File: src/rtl/irq_coal_pkg.sv
package irq_coal_pkg;
   // word offsets of the register window (byte address / 4)
   localparam int unsigned WRD_INIT = 0;
   localparam int unsigned WRD_MASK = 1;
   localparam int unsigned WRD_CRED = 2;
   localparam int unsigned WRD_MOA  = 3;
   localparam int unsigned WRD_CUR  = 4;
   // command bits carried in a credit-word write
   localparam int unsigned CMD_UNMASK_BIT = 16;
   localparam int unsigned CMD_RELOAD_BIT = 17;

   typedef struct packed {
      logic init_we;
      logic mask_we;
      logic cred_we;
      logic moa_we;
   } reg_we_t;
endpackage

File: src/rtl/irq_coal_regs.sv
module irq_coal_regs
   import irq_coal_pkg::*;
#(
   parameter int unsigned ADDR_W = 5,
   parameter int unsigned DATA_W = 32,
   parameter int unsigned TMR_W  = 6,
   parameter int unsigned CRED_W = 16
) (
   input  logic              wr_i,
   input  logic [ADDR_W-1:0] addr_i,
   input  logic [TMR_W-1:0]  init_i,
   input  logic              mask_i,
   input  logic [CRED_W-1:0] cred_i,
   input  logic              moa_i,
   input  logic [TMR_W-1:0]  cur_i,
   output reg_we_t           we_o,
   output logic [DATA_W-1:0] rdata_o
);
   localparam int unsigned SEL_W = ADDR_W - 2;

   logic [SEL_W-1:0] sel;
   assign sel = addr_i[ADDR_W-1:2];

   always_comb begin
      we_o         = '0;
      we_o.init_we = wr_i && (sel == SEL_W'(WRD_INIT));
      we_o.mask_we = wr_i && (sel == SEL_W'(WRD_MASK));
      we_o.cred_we = wr_i && (sel == SEL_W'(WRD_CRED));
      we_o.moa_we  = wr_i && (sel == SEL_W'(WRD_MOA));
   end

   always_comb begin
      rdata_o = '0;
      case (sel)
         SEL_W'(WRD_INIT): rdata_o = DATA_W'(init_i);
         SEL_W'(WRD_MASK): rdata_o = DATA_W'(mask_i);
         SEL_W'(WRD_CRED): rdata_o = DATA_W'(cred_i);
         SEL_W'(WRD_MOA):  rdata_o = DATA_W'(moa_i);
         SEL_W'(WRD_CUR):  rdata_o = DATA_W'(cur_i);
         default:          rdata_o = '0;
      endcase
   end
endmodule

File: src/rtl/irq_coal_timer.sv
module irq_coal_timer #(
   parameter int unsigned DATA_W   = 32,
   parameter int unsigned TMR_W    = 6,
   parameter int unsigned COAL_MAX = 63
) (
   input  logic              clk,
   input  logic              rst_n,
   input  logic              init_we_i,
   input  logic [DATA_W-1:0] wdata_i,
   input  logic              tick_i,
   input  logic              load_i,
   input  logic              reload_i,
   output logic [TMR_W-1:0]  init_o,
   output logic [TMR_W-1:0]  cur_o,
   output logic              zero_o
);
   logic [TMR_W-1:0] init_q, cur_q, init_clamped;

   // clamp variant: pure overflow test when the limit fills the field
   if (COAL_MAX == (2**TMR_W) - 1) begin : g_sat
      assign init_clamped = (|wdata_i[DATA_W-1:TMR_W]) ? TMR_W'(COAL_MAX)
                                                        : wdata_i[TMR_W-1:0];
   end else begin : g_cmp
      assign init_clamped = (wdata_i > DATA_W'(COAL_MAX)) ? TMR_W'(COAL_MAX)
                                                           : wdata_i[TMR_W-1:0];
   end

   always_ff @(posedge clk or negedge rst_n) begin
      if (!rst_n) begin
         init_q <= '0;
      end else if (init_we_i) begin
         init_q <= init_clamped;
      end
   end

   always_ff @(posedge clk or negedge rst_n) begin
      if (!rst_n) begin
         cur_q <= '0;
      end else if (load_i || reload_i) begin
         cur_q <= init_q;
      end else if (tick_i && (cur_q != '0)) begin
         cur_q <= cur_q - 1'b1;
      end
   end

   assign init_o = init_q;
   assign cur_o  = cur_q;
   assign zero_o = (cur_q == '0);

   AST_TMR_LOAD: assert property (@(posedge clk) disable iff (!rst_n)
      (load_i || reload_i) |=> (cur_q == $past(init_q)));
   AST_TMR_STEP: assert property (@(posedge clk) disable iff (!rst_n)
      (!load_i && !reload_i && tick_i && (cur_q != '0)) |=> (cur_q == $past(cur_q) - 1'b1));
   AST_TMR_HOLD: assert property (@(posedge clk) disable iff (!rst_n)
      (!load_i && !reload_i && !tick_i) |=> $stable(cur_q));
   AST_INIT_LIMIT: assert property (@(posedge clk) disable iff (!rst_n)
      init_we_i |=> (init_q <= TMR_W'(COAL_MAX)));
endmodule

File: src/rtl/irq_coal_credit.sv
module irq_coal_credit #(
   parameter int unsigned CRED_W = 16
) (
   input  logic              clk,
   input  logic              rst_n,
   input  logic              inc_i,
   input  logic              dec_we_i,
   input  logic [CRED_W-1:0] dec_i,
   output logic [CRED_W-1:0] cred_o,
   output logic              zero_hit_o
);
   logic [CRED_W-1:0] cred_q, cred_d, sub;

   assign sub    = dec_we_i ? dec_i : '0;
   assign cred_d = cred_q + CRED_W'(inc_i) - sub;

   always_ff @(posedge clk or negedge rst_n) begin
      if (!rst_n) cred_q <= '0;
      else        cred_q <= cred_d;
   end

   assign cred_o     = cred_q;
   assign zero_hit_o = dec_we_i && (cred_d == '0);

   AST_CRED_HOLD: assert property (@(posedge clk) disable iff (!rst_n)
      (!inc_i && !dec_we_i) |=> $stable(cred_q));
   AST_CRED_INC: assert property (@(posedge clk) disable iff (!rst_n)
      (inc_i && !dec_we_i) |=> (cred_q == CRED_W'($past(cred_q) + 1'b1)));
endmodule

File: src/rtl/irq_coal_unit.sv
module irq_coal_unit
   import irq_coal_pkg::*;
#(
   parameter int unsigned ADDR_W   = 5,
   parameter int unsigned DATA_W   = 32,
   parameter int unsigned TMR_W    = 6,
   parameter int unsigned COAL_MAX = 63,
   parameter int unsigned CRED_W   = 16
) (
   input  logic              clk,
   input  logic              rst_n,
   input  logic              tick_en,
   input  logic              evt_in,
   input  logic              reg_wr,
   input  logic [ADDR_W-1:0] reg_addr,
   input  logic [DATA_W-1:0] reg_wdata,
   output logic [DATA_W-1:0] reg_rdata,
   output logic              irq_o
);
   if (ADDR_W < 5) begin : g_bad_addr
      $error("ADDR_W must cover the 32-byte window");
   end
   if (DATA_W < CMD_RELOAD_BIT + 1 || DATA_W > 32) begin : g_bad_data
      $error("DATA_W must hold the command bits and stay within 32");
   end
   if (TMR_W < 1 || TMR_W >= DATA_W) begin : g_bad_tmr
      $error("TMR_W out of range");
   end
   if (COAL_MAX >= 2**TMR_W) begin : g_bad_max
      $error("COAL_MAX does not fit TMR_W");
   end
   if (CRED_W < 2 || CRED_W > CMD_UNMASK_BIT) begin : g_bad_cred
      $error("CRED_W must sit below the command bits");
   end

   reg_we_t           we;
   logic [TMR_W-1:0]  init_v, cur_v;
   logic [CRED_W-1:0] cred_v;
   logic              tmr_zero, cred_zero_hit;
   logic              mask_q, moa_q, pend_q, irq_q;
   logic              send, want;
   logic              cmd_unmask, cmd_reload;

   assign cmd_unmask = we.cred_we && reg_wdata[CMD_UNMASK_BIT];
   assign cmd_reload = we.cred_we && reg_wdata[CMD_RELOAD_BIT];

   irq_coal_regs #(
      .ADDR_W(ADDR_W), .DATA_W(DATA_W), .TMR_W(TMR_W), .CRED_W(CRED_W)
   ) u_regs (
      .wr_i(reg_wr), .addr_i(reg_addr),
      .init_i(init_v), .mask_i(mask_q), .cred_i(cred_v),
      .moa_i(moa_q), .cur_i(cur_v),
      .we_o(we), .rdata_o(reg_rdata)
   );

   irq_coal_timer #(
      .DATA_W(DATA_W), .TMR_W(TMR_W), .COAL_MAX(COAL_MAX)
   ) u_timer (
      .clk(clk), .rst_n(rst_n),
      .init_we_i(we.init_we), .wdata_i(reg_wdata),
      .tick_i(tick_en), .load_i(send), .reload_i(cmd_reload),
      .init_o(init_v), .cur_o(cur_v), .zero_o(tmr_zero)
   );

   irq_coal_credit #(
      .CRED_W(CRED_W)
   ) u_cred (
      .clk(clk), .rst_n(rst_n),
      .inc_i(send), .dec_we_i(we.cred_we), .dec_i(reg_wdata[CRED_W-1:0]),
      .cred_o(cred_v), .zero_hit_o(cred_zero_hit)
   );

   // send decision: something to send, unmasked, timer expired
   assign want = pend_q || evt_in;
   assign send = want && !mask_q && tmr_zero;

   always_ff @(posedge clk or negedge rst_n) begin
      if (!rst_n) begin
         pend_q <= 1'b0;
      end else if (cred_zero_hit || send) begin
         pend_q <= 1'b0;
      end else if (evt_in) begin
         pend_q <= 1'b1;
      end
   end

   always_ff @(posedge clk or negedge rst_n) begin
      if (!rst_n) begin
         mask_q <= 1'b1;
      end else if (send && moa_q) begin
         mask_q <= 1'b1;
      end else if (we.mask_we) begin
         mask_q <= reg_wdata[0];
      end else if (cmd_unmask) begin
         mask_q <= 1'b0;
      end
   end

   always_ff @(posedge clk or negedge rst_n) begin
      if (!rst_n) begin
         moa_q <= 1'b0;
         irq_q <= 1'b0;
      end else begin
         if (we.moa_we) moa_q <= reg_wdata[0];
         irq_q <= send;
      end
   end

   assign irq_o = irq_q;

   AST_MASK_BLOCKS: assert property (@(posedge clk) disable iff (!rst_n)
      mask_q |=> !irq_o);
   AST_TIMER_BLOCKS: assert property (@(posedge clk) disable iff (!rst_n)
      !tmr_zero |=> !irq_o);
   AST_AUTO_MASK: assert property (@(posedge clk) disable iff (!rst_n)
      (irq_o && $past(moa_q)) |-> mask_q);
   AST_CRED_DROP: assert property (@(posedge clk) disable iff (!rst_n)
      cred_zero_hit |=> !pend_q);
   AST_EVT_HELD: assert property (@(posedge clk) disable iff (!rst_n)
      (evt_in && mask_q && !cred_zero_hit) |=> pend_q);
endmodule

File: config.mk
export PLATFORM = sky130hd
export DESIGN_NAME = irq_coal_unit
export DESIGN_NICKNAME = d
export VERILOG_FILES = /design/src/rtl/irq_coal_pkg.sv /design/src/rtl/irq_coal_regs.sv /design/src/rtl/irq_coal_timer.sv /design/src/rtl/irq_coal_credit.sv /design/src/rtl/irq_coal_unit.sv
export SDC_FILE = /design/constraint.sdc
export NUM_CORES = 1
export LEC_CHECK = 0
export ABC_AREA = 1
export BUFFER_PORTS_ARGS = -buffer_cell sky130_fd_sc_hd__buf_2
export CAP_MARGIN = 10
export CORE_MARGIN = 3
export CORE_UTILIZATION = 35
export DETAILED_ROUTE_END_ITERATION = 6
export PLACE_DENSITY = 0.58
export SLEW_MARGIN = 20
export SYNTH_ARGS = -nofsm -noshare
export SYNTH_HDL_FRONTEND = slang
export SYNTH_SLANG_ARGS = --single-unit
File: constraint.sdc
create_clock -name clk -period 2.9 [get_ports clk]
set_clock_uncertainty 0.05 [all_clocks]
set_input_delay 0.435 -clock clk [delete_from_list [all_inputs] [get_ports clk]]
set_output_delay 0.435 -clock clk [all_outputs]
set_load 0.02 [all_outputs]
==> impl_metrics.yaml <==
drt:
  drtAntennaViolNets: 0
  wl_per_cell_um: 12.28
  dr.first_iter.drc_count: 102
  drt_wl_total_mm: 8.019
  num_vias: 3091
  drtPass1Iterations: 4
  routed_via_density: 4.734
  drc: 0
floorplan:
  start_util_pct: 36.53
  rows: 33
  die_h_um: 99.30
  coreArea_sq_um: 8341
  num_io_pins: 75
  die_area_sq_um: 9860
  fp.dieW_um: 99.30
job:
  drv_cap: 0
sta:
  slew_headroom_pct: 48.60
  worst_pin_slew_ns: 0.7710
  period_share_pct: 95.62
  finalHoldViolCount: 0
  slew_viol_final: 0
  setup_viol: 0
  fmax_mhz: 360.6
  setup_tns_ns: 0
  grt_setup_unrepaired: "true"
  fin_ws_ns: 0.1270
  min_period_ns: 2.773
synth:
  ys_types: 39
  synth_seq_cells: 32
  synth_top_area_cell: "dfrtp_1"
  synth_area_leaders: "dfrtp_1, nand2_1, ha_1"
  ys_warn_count: 0
  syn_inst: 448
  seq_area_frac_synth_pct: 26.32
  yosysTopAreaCellShare_pct: 25.46
  avgSynthCellArea_sq_um: 6.801
  synth.cell_area_sq_um: 3047
placement:
  place_worst_setup_slack_ns: -0.1432
  hpwl_mm: 6.734
  routabilityCongestion: 0.8167
  io_buffers: 56
clock_network:
  htree_levels: 2
  path_clk_slew_ns: 0.08
  numCtsBuffers: 5
  cts_sinks: 32
  cts_tree: "built"
  cts_max_path_buffers: 2
  clk_latency_ns: 0.30
  cts_root_buf: "clkbuf_8"
  cts_hold_buf: 0
status:
  status: "finished clean"
cells_and_area:
  layout.nets: 622
  diodes: 0
  drive_above_1_share_pct: 25.73
  final_core_util_pct: 46.40
  areaGrowthSynthToFinish_pct: 27.02
global_route:
  grt_usage_pct: 15.98
  overflow: 0
  grt_pass1_wl_mm: 12.74
  antenna_found_initial: 0
  grt_pass1_vias: 2844
  grt_max_degree: 33
setup_path:
  crit_path_max_fanout: 3
  critPathLaunchType: "flop"
  worstSetupPathType: "reg2reg"
  crit_path_end_kind: "flop"
  critPathArrivalTime_ns: 2.90
  crit_required_ns: 3.03
min_path:
  hold_path.class: "in2async"
power_and_ir_drop:
  power.density_nw_per_um2: 1234
  power_uw: 4775
  leakage_uw: 0.002163
  irDropWorstVdd_v: 0.0004649
stage by stage:
step	instance area (sq um)	hold slack [ns]	std cells
after floorplan	3103	0.08941	463
after global placement	3682	0.4220	643
after detailed placement	3682	0.4284	643
after CTS	3794	0.1856	651
after global routing	3870	0.2096	653
final	3870	0.1548	653
metal layers:
metal	global-route usage [%]	share of wire [%]	up-vias	routed length, um
met5	0	0	-	0
met4	4.097	1.1	0	88
met3	2.525	3.4	7	275
met2	27.94	50	45	3981
met1	20.50	46	1443	3672
li1	-	-	1596	-
kinds of logic after synthesis:
| kind of cell | count (synthesis) | synth area share, % |
|---|---|---|
| and+or+nand+nor | 236 | 35.11 |
| buffers and inverters | 105 | 14.99 |
| adders and majority gates | 33 | 13.80 |
| AOI/OAI and AO/OA | 38 | 8.789 |
| DFF | 32 | 26.32 |
| xor gates and xnor gates | 3 | 0.8626 |
| other | 1 | 0.1231 |
synthesized netlist by cell type:
cell	n
nand2_1	128
inv_1	80
nor2_1	44
ha_1	32
dfrtp_1	31
nand3_1	25
buf_4	16
a21oi_1	10
o221ai_1	9
nand4_1	8
nand2_2	6
nor4_1	6
a22oi_1	5
inv_2	5
nand3b_1	5
nor3_1	5
o21ai_0	5
nand3_2	4
buf_2	2
o21bai_1	2
xor2_1	2
a21oi_2	1
a21oi_4	1
a221oi_1	1
a2bb2oi_1	1
and2_1	1
buf_1	1
clkbuf_1	1
conb_1	1
dfstp_2	1
fa_1	1
nand3_4	1
nor2_4	1
nor2_8	1
nor3_4	1
o211ai_1	1
o21ai_1	1
o22ai_1	1
xnor2_1	1
flip-flops by register name, indices dropped and copies added, names as in the netlist:
name / count
pend_q: 1
irq_o: 1
u_timer.init_o: 6
moa_q: 1
u_timer.cur_o: 6
mask_q: 1
u_cred.cred_o: 16
critical path: stages (launching register included):
cell and delay (ns):
dfrtp_1 0.39, inv_2 0.07, ha_1 0.13, nand4_1 0.17
nor3_4 0.29, ha_4 0.18, fa_2 0.45, nor2_2 0.10
nand3_1 0.08, nor2_1 0.10, nand2_1 0.06, nor2_1 0.10
nand3_1 0.09, nor2_1 0.11, nand3_1 0.12, nor2_2 0.14
nor2_1 0.04
final timing paths:
kind,start,endpoint,slack [ns],depth (start not counted)
worst max-delay path,u_timer.cur_o[1],pend_q,0.13,16
worst min-delay path,rst_n,u_timer.cur_o[4],0.15,1
worst max register to register,u_timer.cur_o[1],pend_q,0.13,16
worst min register to register,u_timer.cur_o[0],u_timer.cur_o[0],0.47,2
max in group asynchronous,rst_n,u_cred.cred_o[11],2.14,1
min in group clk,reg_wdata[0],mask_q,0.34,3
cell usage in the layout (no fill, tap or decap), types with 4 or more instances in the layout:
cell type	netlist	final
buf_4	16	40
conb_1	1	16
nand2_2	6	7
nor4_1	6	6
o221ai_1	9	9
inv_2	5	7
clkbuf_8	0	5
nor2_1	44	38
nand2_1	128	127
nand3b_1	5	5
inv_1	80	78
nand4_1	8	8
o21ai_0	5	5
dfrtp_1	31	31
buf_2	2	56
nor2_2	0	6
ha_1	32	29
nor3_1	5	5
a22oi_1	5	5
a21oi_1	10	9
nand3_2	4	4
nand3_1	25	25
power by group:
group | switching [uW] | total [uW] | internal [uW]
registers | 116 | 767 | 651
clock network | 187 | 442 | 254
logic | 2000 | 3570 | 1560
total | 2310 | 4780 | 2470
timing repair:
item	in CTS	in global routing
buffers inserted	0	2
resized for setup	0	16
endpoints found under the setup margin	0	1
final cells by class:
| type | count | area [sq um] |
|---|---|---|
| Tap cell | 105 | 131.4 |
| Timing Repair Buffer | 97 | 600.6 |
| Inverter | 85 | 319.1 |
| Multi-Input combinational cell | 326 | 1906 |
| Clock inverter | 3 | 42.54 |
| Clock buffer | 5 | 68.82 |
| Sequential cell | 32 | 802.0 |
| Fill cell | 863 | 4471 |
(Power assumes the default switching activity.)
